===== config.mk =====
export PLATFORM = sky130hd
export DESIGN_NAME = rs_gpio_ctrl
export DESIGN_NICKNAME = d
export VERILOG_FILES = /design/src/rtl/gpio_pkg.sv /design/src/rtl/gpio_bank_regs.sv /design/src/rtl/gpio_state_table.sv /design/src/rtl/gpio_pin_mux.sv /design/src/rtl/rs_gpio_ctrl.sv
export SDC_FILE = /design/constraint.sdc
export NUM_CORES = 1
export LEC_CHECK = 0
export BUFFER_PORTS_ARGS = -buffer_cell sky130_fd_sc_hd__buf_4
export CORE_MARGIN = 1.5
export CORE_UTILIZATION = 34
export DETAILED_ROUTE_END_ITERATION = 16
export HOLD_SLACK_MARGIN = 0.12
export PLACE_DENSITY = 0.48
export REMOVE_ABC_BUFFERS = 1
export SLEW_MARGIN = 40
export SYNTH_ARGS = -nofsm -noshare
export SYNTH_HDL_FRONTEND = slang
export SYNTH_SLANG_ARGS = --single-unit

===== constraint.sdc =====
create_clock -name clk -period 3.3 [get_ports clk]
set_clock_uncertainty 0.1 [all_clocks]
set_input_delay 0.165 -clock clk [delete_from_list [all_inputs] [get_ports clk]]
set_output_delay 0.165 -clock clk [all_outputs]
set_load 0.02 [all_outputs]

===== src/rtl/gpio_pkg.sv =====
package gpio_pkg;

  typedef enum logic [1:0] {
    RS_IDLE    = 2'b00,
    RS_RX_ONLY = 2'b01,
    RS_TX_ONLY = 2'b10,
    RS_FULL    = 2'b11
  } radio_state_e;

  typedef enum logic [1:0] {
    KIND_VALUE = 2'd0,
    KIND_DIR   = 2'd1,
    KIND_SEL   = 2'd2,
    KIND_DBG   = 2'd3
  } reg_kind_e;

  localparam int NUM_BANKS  = 2;
  localparam int NUM_STATES = 4;

  // Table slot order: idle, transmit-only, receive-only, duplex
  function automatic logic [1:0] state_slot(input radio_state_e st);
    case (st)
      RS_IDLE:    return 2'd0;
      RS_TX_ONLY: return 2'd1;
      RS_RX_ONLY: return 2'd2;
      default:    return 2'd3;
    endcase
  endfunction

endpackage


===== src/rtl/gpio_bank_regs.sv =====
module gpio_bank_regs #(
  parameter int W = 16
) (
  input  logic         clk,
  input  logic         rst_n,
  input  logic         wr_en,
  input  logic [1:0]   wr_kind,
  input  logic [W-1:0] wdata,
  input  logic [W-1:0] pin_in,
  output logic [W-1:0] sw_val,
  output logic [W-1:0] dir,
  output logic [W-1:0] sel,
  output logic [W-1:0] dbg,
  output logic [W-1:0] pin_samp
);
  import gpio_pkg::*;

  always_ff @(posedge clk or negedge rst_n) begin
    if (!rst_n) begin
      sw_val <= '0;
      dir    <= '0;
      sel    <= '0;
      dbg    <= '0;
    end else if (wr_en) begin
      case (reg_kind_e'(wr_kind))
        KIND_VALUE: sw_val <= wdata;
        KIND_DIR:   dir    <= wdata;
        KIND_SEL:   sel    <= wdata;
        default:    dbg    <= wdata;
      endcase
    end
  end

  always_ff @(posedge clk or negedge rst_n) begin
    if (!rst_n) pin_samp <= '0;
    else        pin_samp <= pin_in;
  end

  AST_DIR_WRITE: assert property (@(posedge clk) disable iff (!rst_n)
    (wr_en && wr_kind == 2'd1) |=> dir == $past(wdata)) else $error("dir write lost");

endmodule


===== src/rtl/gpio_state_table.sv =====
module gpio_state_table #(
  parameter int W      = 16,
  parameter int STATES = 4
) (
  input  logic                    clk,
  input  logic                    rst_n,
  input  logic                    wr_en,
  input  logic [1:0]              wr_slot,
  input  logic                    wr_bank,
  input  logic [W-1:0]            wdata,
  input  logic [1:0]              rd_slot,
  input  logic                    rd_bank,
  output logic [W-1:0]            rd_data,
  input  gpio_pkg::radio_state_e  state,
  output logic [W-1:0]            cur_rx,
  output logic [W-1:0]            cur_tx
);
  import gpio_pkg::*;

  logic [W-1:0] ent [STATES][NUM_BANKS];
  logic [1:0]   cur_slot;

  generate
    for (genvar s = 0; s < STATES; s++) begin : g_slot
      for (genvar k = 0; k < NUM_BANKS; k++) begin : g_bank
        always_ff @(posedge clk or negedge rst_n) begin
          if (!rst_n)
            ent[s][k] <= '0;
          else if (wr_en && wr_slot == 2'(s) && wr_bank == 1'(k))
            ent[s][k] <= wdata;
        end
      end
    end
  endgenerate

  assign cur_slot = state_slot(state);
  assign rd_data  = ent[rd_slot][rd_bank];
  assign cur_rx   = ent[cur_slot][0];
  assign cur_tx   = ent[cur_slot][1];

  AST_TABLE_WRITE: assert property (@(posedge clk) disable iff (!rst_n)
    (wr_en && wr_slot == rd_slot && wr_bank == rd_bank && $stable(rd_slot))
      |=> rd_data == $past(wdata)) else $error("table write lost");

endmodule


===== src/rtl/gpio_pin_mux.sv =====
module gpio_pin_mux #(
  parameter int W = 16
) (
  input  logic         clk,
  input  logic         rst_n,
  input  logic [W-1:0] dir,
  input  logic [W-1:0] sel,
  input  logic [W-1:0] dbg,
  input  logic [W-1:0] sw_val,
  input  logic [W-1:0] tbl_val,
  input  logic [W-1:0] dbg0,
  input  logic [W-1:0] dbg1,
  output logic [W-1:0] pin_oe,
  output logic [W-1:0] pin_out
);
  logic [W-1:0] nxt;

  generate
    for (genvar b = 0; b < W; b++) begin : g_bit
      logic src;
      always_comb begin
        case ({dbg[b], sel[b]})
          2'b00:   src = sw_val[b];
          2'b01:   src = tbl_val[b];
          2'b10:   src = dbg0[b];
          default: src = dbg1[b];
        endcase
      end
      assign nxt[b] = dir[b] & src;
    end
  endgenerate

  always_ff @(posedge clk or negedge rst_n) begin
    if (!rst_n) begin
      pin_oe  <= '0;
      pin_out <= '0;
    end else begin
      pin_oe  <= dir;
      pin_out <= nxt;
    end
  end

  AST_INPUT_PIN_QUIET: assert property (@(posedge clk) disable iff (!rst_n)
    (pin_out & ~pin_oe) == '0) else $error("input pin driven");
  AST_SW_SOURCE: assert property (@(posedge clk) disable iff (!rst_n)
    1'b1 |=> ((pin_out ^ $past(sw_val)) & $past(dir & ~dbg & ~sel)) == '0) else $error("sw path");
  AST_TABLE_SOURCE: assert property (@(posedge clk) disable iff (!rst_n)
    1'b1 |=> ((pin_out ^ $past(tbl_val)) & $past(dir & ~dbg & sel)) == '0) else $error("table path");
  AST_DEBUG_SOURCE: assert property (@(posedge clk) disable iff (!rst_n)
    1'b1 |=> ((pin_out ^ $past(dbg1)) & $past(dir & dbg & sel)) == '0) else $error("debug path");

endmodule


===== src/rtl/rs_gpio_ctrl.sv =====
module rs_gpio_ctrl #(
  parameter int W      = 16,
  parameter int ADDR_W = 5
) (
  input  logic              clk,
  input  logic              rst_n,
  input  logic              bus_req,
  input  logic              bus_we,
  input  logic [ADDR_W-1:0] bus_addr,
  input  logic [W-1:0]      bus_wdata,
  output logic [W-1:0]      bus_rdata,
  output logic              bus_ack,
  input  logic              tx_active,
  input  logic              rx_active,
  input  logic [W-1:0]      dbg_bus0,
  input  logic [W-1:0]      dbg_bus1,
  input  logic [W-1:0]      rx_pins_in,
  input  logic [W-1:0]      tx_pins_in,
  output logic [W-1:0]      rx_pins_oe,
  output logic [W-1:0]      rx_pins_out,
  output logic [W-1:0]      tx_pins_oe,
  output logic [W-1:0]      tx_pins_out
);
  import gpio_pkg::*;

  localparam int WORD_W = 4;

  // Word address: byte bit 0 dropped, bit 3 of word = window
  logic [WORD_W-1:0] word_addr;
  logic              win_tbl;
  logic              idx_bank;
  logic [1:0]        idx_hi;
  logic              wr_cmd;

  assign word_addr = WORD_W'(bus_addr >> 1);
  assign win_tbl   = word_addr[3];
  assign idx_hi    = word_addr[2:1];
  assign idx_bank  = word_addr[0];
  assign wr_cmd    = bus_req & bus_we;

  radio_state_e state;
  assign state = radio_state_e'({tx_active, rx_active});

  logic [W-1:0] pin_in_a [NUM_BANKS];
  logic [W-1:0] sw_a     [NUM_BANKS];
  logic [W-1:0] dir_a    [NUM_BANKS];
  logic [W-1:0] sel_a    [NUM_BANKS];
  logic [W-1:0] dbg_a    [NUM_BANKS];
  logic [W-1:0] samp_a   [NUM_BANKS];
  logic [W-1:0] tbl_a    [NUM_BANKS];
  logic [W-1:0] oe_a     [NUM_BANKS];
  logic [W-1:0] out_a    [NUM_BANKS];

  assign pin_in_a[0] = rx_pins_in;
  assign pin_in_a[1] = tx_pins_in;

  logic [W-1:0] tbl_rd;

  gpio_state_table #(.W(W), .STATES(NUM_STATES)) i_table (
    .clk     (clk),
    .rst_n   (rst_n),
    .wr_en   (wr_cmd & win_tbl),
    .wr_slot (idx_hi),
    .wr_bank (idx_bank),
    .wdata   (bus_wdata),
    .rd_slot (idx_hi),
    .rd_bank (idx_bank),
    .rd_data (tbl_rd),
    .state   (state),
    .cur_rx  (tbl_a[0]),
    .cur_tx  (tbl_a[1])
  );

  generate
    for (genvar k = 0; k < NUM_BANKS; k++) begin : g_bank
      gpio_bank_regs #(.W(W)) i_regs (
        .clk      (clk),
        .rst_n    (rst_n),
        .wr_en    (wr_cmd & ~win_tbl & (idx_bank == 1'(k))),
        .wr_kind  (idx_hi),
        .wdata    (bus_wdata),
        .pin_in   (pin_in_a[k]),
        .sw_val   (sw_a[k]),
        .dir      (dir_a[k]),
        .sel      (sel_a[k]),
        .dbg      (dbg_a[k]),
        .pin_samp (samp_a[k])
      );

      gpio_pin_mux #(.W(W)) i_mux (
        .clk     (clk),
        .rst_n   (rst_n),
        .dir     (dir_a[k]),
        .sel     (sel_a[k]),
        .dbg     (dbg_a[k]),
        .sw_val  (sw_a[k]),
        .tbl_val (tbl_a[k]),
        .dbg0    (dbg_bus0),
        .dbg1    (dbg_bus1),
        .pin_oe  (oe_a[k]),
        .pin_out (out_a[k])
      );
    end
  endgenerate

  assign rx_pins_oe  = oe_a[0];
  assign rx_pins_out = out_a[0];
  assign tx_pins_oe  = oe_a[1];
  assign tx_pins_out = out_a[1];

  // Read selection
  logic [W-1:0] rd_sel;
  always_comb begin
    if (win_tbl) begin
      rd_sel = tbl_rd;
    end else begin
      case (reg_kind_e'(idx_hi))
        KIND_VALUE: rd_sel = samp_a[idx_bank];
        KIND_DIR:   rd_sel = dir_a[idx_bank];
        KIND_SEL:   rd_sel = sel_a[idx_bank];
        default:    rd_sel = dbg_a[idx_bank];
      endcase
    end
  end

  always_ff @(posedge clk or negedge rst_n) begin
    if (!rst_n) begin
      bus_ack   <= 1'b0;
      bus_rdata <= '0;
    end else begin
      bus_ack   <= bus_req;
      bus_rdata <= (bus_req && !bus_we) ? rd_sel : '0;
    end
  end

  AST_ACK_AFTER_REQ: assert property (@(posedge clk) disable iff (!rst_n)
    bus_req |=> bus_ack) else $error("missing ack");
  AST_NO_SPURIOUS_ACK: assert property (@(posedge clk) disable iff (!rst_n)
    !bus_req |=> !bus_ack) else $error("spurious ack");
  AST_STATE_LATENCY: assert property (@(posedge clk) disable iff (!rst_n)
    (sel_a[0] == '1 && dbg_a[0] == '0 && dir_a[0] == '1 && $stable(sel_a[0]) && $stable(dir_a[0]))
      |=> rx_pins_out == $past(tbl_a[0])) else $error("state latency");

endmodule


==> impl_metrics.ini, run 1 <==
[cells_and_area]
layout.nets = 1384
fillCellCount = 4254
layout.cells.non_filler = 1942
layout_common_cells = dfrtp_1 (369), mux2_2 (275), buf_4 (201)
design_area_um2 = 21000
regArea_um2 = 9230
fin_util = 0.442
drive_gt1_frac = 0.498
multiInputGateArea_um2 = 6730
final_common_cell = dfrtp_1
syn2layout_area_growth_pct = 28.7

[setup_path]
path_buf_inv = 1
crit_chain = mux4_1 > mux4_2 > dlygate4sd3_1 > and2_1
max_stage_delay_ns = 0.58
critPathKind = reg -> reg
start_kind = flip-flop
critical_path_arrival_ns = 2.65
worstPathMaxFanout = 3
r2r_cells = 4
crit_family = multiplexers
cp_num_cells = 4
critPathSlowestCell = dlygate4sd3_1
required_ns = 3.65
crit_path_end_kind = flip-flop

[drt]
finalWirelength_um = 47400
wl_per_cell_um = 24.4
route.antenna.remaining_nets = 0
viasPerCell = 5.08
drc = 0
drtIter0Drc = 527
vias = 9861
firstDrtPassIters = 4

[timing]
fin_setup_tns_ns = 0
holdWs_ns = 0.137
relSlewSlack = 0.415
min_period_ns = 2.31
fmax_mhz = 434
tightest_slew_ns = 0.878
rsz0062_at_grt = no
min_period_over_period = 0.699
hold_violations = 0
setup_viol = 0
slew_violations = 0
fin_ws_ns = 0.995

[synth]
ys_types = 31
yosysSeqAreaShare = 0.566
synth_area_um2 = 16300
ys_warn_count = 0
synth_enable_flop_cells = 0
synthCells = 1000
ys_ff_latch = 369
synthArstFlopShare = 1.00
avgSynthCellArea_um2 = 16.3
synth_flop_cell = dfrtp_1

[worst_hold_path]
min_path_type = in -> async

[grt]
grt.busiest_layer = met2
gr-usage-met1 = 0.281
track_usage = 0.198
antenna_found_initial = 1
use_met2 = 0.320
grt_pass1_vias = 10600
grt_max_degree = 95
grt_pass1_wl_um = 71800
grt_overflow_total = 0
grt_util_met3 = 0.0343

[cts]
cts_max_path_buffers = 3
cts.sinks = 369
htree_levels = 2
cts_tree = built
insertion_delay_ns = 0.57
clk_transition_reported_paths_ns = 0.06
numCtsBuffers = 43
root_buffer = clkbuf_16
postCtsSetupBuffers = 0

[placed_design]
port_buffers = 170
place.gp.congestion = 0.737
place_area_um2 = 18400
place_ws_ns = 0.839
dp.cells = 1753
hpwl_um = 29600

[die]
rows = 80
die_area_um2 = 49300
io_pins = 172
fp.dieH_um = 222
die_w_um = 222
initial_core_util = 0.343
core_um2 = 47500

[job]
drv_cap = 0

[outcome]
status = finished clean

[pwr]
powerDensity_nw_per_um2 = 627
total_power_mw = 13.2
irDropWorstVdd_v = 0.000295
p_leak_nw = 9.44
-- synthesized netlist by cell type (2+ instances only) --
cell,number,area share
mux2_2,275,0.19
dfrtp_1,369,0.57
clkbuf_1,33,0.0076
buf_4,12,0.0055
buf_12,3,0.0037
mux4_1,2,0.0032
mux4_2,94,0.13
nand4b_1,2,0.0011
and2_1,33,0.013
nand2b_1,6,0.0023
nand2_1,3,0.00069
clkbuf_8,2,0.0017
o22ai_1,2,0.00077
mux2i_1,45,0.028
a221o_1,15,0.0092
a21oi_1,15,0.0046
o221ai_1,15,0.0081
nor2_2,12,0.0046
o21ai_0,15,0.0046
nor2b_1,16,0.0061
buf_2,21,0.0064
-- worst paths after layout --
| path | startpoint | endpoint | slack, ns |
|---|---|---|---|
| max in group asynchronous | rst_n | g_bank[0].i_regs.sw_val[13]$_DFFE_PN0P_ | 2.28 |
| setup reg to reg | i_table.ent[65]$_DFFE_PN0P_ | g_bank[1].i_mux.pin_out[1]$_DFF_PN0_ | 0.99 |
| min in group clk | rx_pins_in[12] | g_bank[0].i_regs.pin_samp[12]$_DFF_PN0_ | 0.15 |
| hold reg to reg | g_bank[1].i_regs.dir[2]$_DFFE_PN0P_ | g_bank[1].i_mux.pin_oe[2]$_DFF_PN0_ | 0.31 |
| hold / removal | rst_n | g_bank[1].i_regs.dir[4]$_DFFE_PN0P_ | 0.14 |
| setup / recovery | i_table.ent[65]$_DFFE_PN0P_ | g_bank[1].i_mux.pin_out[1]$_DFF_PN0_ | 0.99 |
-- sequential cells by signal, indices dropped and copies added, names as in the netlist --
name	count
i_table.ent	128
g_bank.i_mux.pin_oe	32
g_bank.i_mux.pin_out	32
g_bank.i_regs.dbg	32
g_bank.i_regs.dir	32
g_bank.i_regs.pin_samp	32
g_bank.i_regs.sel	32
g_bank.i_regs.sw_val	32
bus_rdata	16
bus_ack	1
-- per-layer routing --
layer	wire, µm	vias up
met5	0	-
met4	705	0
met3	2250	50
met2	22600	224
met1	21800	5227
li1	-	4360
-- where the power goes --
part           leakage (nW)  total (mW)  switching (mW)  internal [mW]
logic                  4.02        2.44           0.942           1.50
registers              4.72        5.84           0.532           5.31
clock network         0.703        4.87            1.90           2.97
total                  9.44        13.2            3.38           9.78
-- worst register-to-register path: stages, from the launching register on --
cell           delay [ns]
dfrtp_1              0.39
mux4_1               0.51
mux4_2               0.46
dlygate4sd3_1        0.58
and2_1               0.17
-- final cells by class --
| type | instances | area share |
|---|---|---|
| clock buffer | 67 | 0.0609 |
| antenna | 1 | 0.000119 |
| clock inverter | 11 | 0.00751 |
| inverter | 1 | 0.000179 |
| tap | 615 | 0.0366 |
| multi-input combinational | 557 | 0.320 |
| timing repair buffer | 321 | 0.135 |
| sequential | 369 | 0.440 |
-- cell families after synthesis --
logic type      share of synthesized area
compound gates                     0.0282
simple gates                       0.0294
buf+inv                            0.0261
mux                                 0.350
flops                               0.566
-- what timing repair did --
item / 4_1_cts / 5_1_grt
resized for setup: 0 / 0
endpoints found under the hold margin: 663 / 0
hold buffers: 110 / 0
Power figures use the tool's default switching activity.
==> inputs of run 2 (changes only) <==
--- a/config.mk
+++ b/config.mk
@@ -5,6 +5,7 @@
 export SDC_FILE = /design/constraint.sdc
 export NUM_CORES = 1
 export LEC_CHECK = 0
+export ABC_AREA = 1
 export BUFFER_PORTS_ARGS = -buffer_cell sky130_fd_sc_hd__buf_4
 export CORE_MARGIN = 1.5
 export CORE_UTILIZATION = 34
==> constraint.sdc (replaced) <==
create_clock -name clk -period 2.3 [get_ports clk]
set_clock_uncertainty 0.1 [all_clocks]
set_input_delay 0.115 -clock clk [delete_from_list [all_inputs] [get_ports clk]]
set_output_delay 0.115 -clock clk [all_outputs]
set_load 0.02 [all_outputs]
==> run 2 against run 1 <==
Net effect: power rose by 44%; critical endpoint is now bus_rdata[3]$_DFF_PN0_; clock power increased by 46%; hold slack improved by 0.027 ns; global-route usage increased by 3.0 points.
==> impl_metrics.ini, run 2 <==
[cts]
clk_transition_reported_paths_ns = 0.06
htree_levels = 2
cts_max_path_buffers = 3
numCtsBuffers = 44
cts.sinks = 369
insertion_delay_ns = 0.58
root_buffer = clkbuf_16
cts_tree = built

[setup_path]
start_kind = input pin
critical_path_arrival_ns = 2.54
max_stage_delay_ns = 0.62
path_common_cell = nor2_1
r2r_slack_ns = 0.53
required_ns = 2.71
crit_path_end_kind = flip-flop
critPathKind = in -> reg
worstPathMaxFanout = 20
critPathSlowestCell = dlygate4sd3_1
crit_chain = dlygate4sd3_1 > buf_4 > inv_2 > nor2_4 > buf_6 > nand3_1 > nand2_1 > nor2_1 > nor2_1 > nor2_1 > dlygate4sd3_1 > nor2_1

[placed_design]
place_ws_ns = 0.336
place.gp.congestion = 0.818
port_buffers = 170
hpwl_um = 35100

[die]
fp.dieH_um = 227
initial_core_util = 0.343
die_w_um = 227
core_um2 = 49900
rows = 82
die_area_um2 = 51700
io_pins = 172

[timing]
tightest_slew_ns = 0.642
fmax_mhz = 471
holdWs_ns = 0.164
rsz0062_at_grt = no
min_period_ns = 2.12
fin_ws_ns = 0.176
relSlewSlack = 0.571
slew_violations = 0
hold_violations = 0
setup_viol = 0
min_period_over_period = 0.923

[drt]
viasPerCell = 4.83
wl_per_cell_um = 17.9
vias = 15600
drc = 0
drtIter0Drc = 1004
firstDrtPassIters = 5
route.antenna.remaining_nets = 0
finalWirelength_um = 57600

[synth]
synthCells = 2224
synth_top_area_share = 0.540
synth_area_um2 = 17100
synthTopCellsByArea = dfrtp_1 (54%), nand2_1 (16%), o21ai_0 (8.9%)
synth_enable_flop_cells = 0
synth_flop_cell = dfrtp_1
yosys-top-cells-count = nand2_1 (725), dfrtp_1 (369), o21ai_0 (303)
yosysTopAreaCell = dfrtp_1
avgSynthCellArea_um2 = 7.70
yosysSeqAreaShare = 0.540
synth_most_common_cell = nand2_1
ys_types = 17
ys_ff_latch = 369
synthArstFlopShare = 1.00
ys_warn_count = 0

[cells_and_area]
largest_register_ffs = 128
final_common_cell = nand2_1
top_register = i_table.ent
layout.nets = 2606
syn2layout_area_growth_pct = 30.6
n_antenna_cell = 0
drive_gt1_frac = 0.135
layout_common_cells = nand2_1 (725), dfrtp_1 (369), o21ai_0 (303)

[job]
drv_cap = 0

[grt]
grt_pass1_wl_um = 88200
grt_pass1_vias = 15100
grt_max_degree = 89
antenna_found_initial = 0
grt_overflow_total = 0
track_usage = 0.228

[pwr]
irDropWorstVdd_v = 0.000612
powerDensity_nw_per_um2 = 850
p_leak_nw = 11.1

[worst_hold_path]
min_path_type = in -> reg

[outcome]
status = finished clean
[run 2: cell types whose count changed after synthesis, sizes merged, moves of 125 or more]
| cell | delta |
|---|---|
| nor2 | +125 |
| mux2 | -275 |
| o21ai | +313 |
| nand3 | +140 |
| nand2 | +723 |
| inv | +242 |
[run 2: path summary, 6_finish.rpt]
kind / startpoint / endpoint / cells past startpoint
worst max-delay path: bus_addr[3] / bus_rdata[3]$_DFF_PN0_ / 12
worst min-delay path: bus_req / bus_ack$_DFF_PN0_ / 2
worst max register to register: g_bank[1].i_regs.sel[3]$_DFFE_PN0P_ / bus_rdata[3]$_DFF_PN0_ / 9
worst min register to register: g_bank[0].i_regs.dir[6]$_DFFE_PN0P_ / g_bank[0].i_mux.pin_oe[6]$_DFF_PN0_ / 0
max in group asynchronous: rst_n / g_bank[1].i_regs.pin_samp[3]$_DFF_PN0_ / 4
min in group asynchronous: rst_n / g_bank[0].i_regs.dir[0]$_DFFE_PN0P_ / 3
[run 2: per-layer routing]
layer	global-route usage	up-vias	routed length (µm)
met5	0	-	0
met1	0.317	7408	26700
li1	-	7623	-
met4	0.0837	0	1980
met2	0.360	436	25600
met3	0.0338	105	3210
[run 2: repair_timing]
action | 4_1_cts | 5_1_grt
hold buffers | 137 | 0
setup endpoints to repair | 0 | 1
setup buffers | 0 | 3
gates resized for setup | 0 | 1
hold endpoints to repair | 706 | 0
[run 2: report_power, final]
part | switching (mW) | total (mW) | internal (mW)
registers | 0.770 | 8.33 | 7.56
clock network | 2.85 | 7.09 | 4.24
logic | 2.08 | 3.59 | 1.51
total | 5.70 | 19.0 | 13.3
[run 2: through the flow]
stage | std cells | utilization | total power [mW] | TNS [ns] | cell area (µm²)
floorplan | 2088 | - | 10.3 | -3.71 | 16600
global placement | 3001 | 0.391 | 11.7 | 0 | 19500
detailed placement | 3001 | 0.391 | 11.8 | 0 | 19500
CTS | 3218 | 0.448 | 19.2 | 0 | 22300
global route | 3221 | 0.448 | 20.1 | 0 | 22300
finish | 3221 | 0.448 | 19.0 | 0 | 22300
[run 2: cell families after synthesis]
family | share of synthesized area
AO/OA/AOI/OAI | 0.144
buffers and inverters | 0.0842
AND/OR/NAND/NOR | 0.232
flip-flops | 0.540
[run 2: critical path, delay by kind of cell]
kind / cells / cell delay (ns)
buf+inv: 5 / 1.80
simple gates: 7 / 0.61
[run 2: final cells by class]
type                            instances  area, µm²
Clock inverter                         14        136
Multi-Input combinational cell       1475       6540
Fill cell                            5020      27500
Sequential cell                       369       9230
Tap cell                              672        841
Clock buffer                           66       1340
Timing Repair Buffer                  381       3340
Inverter                              244        918
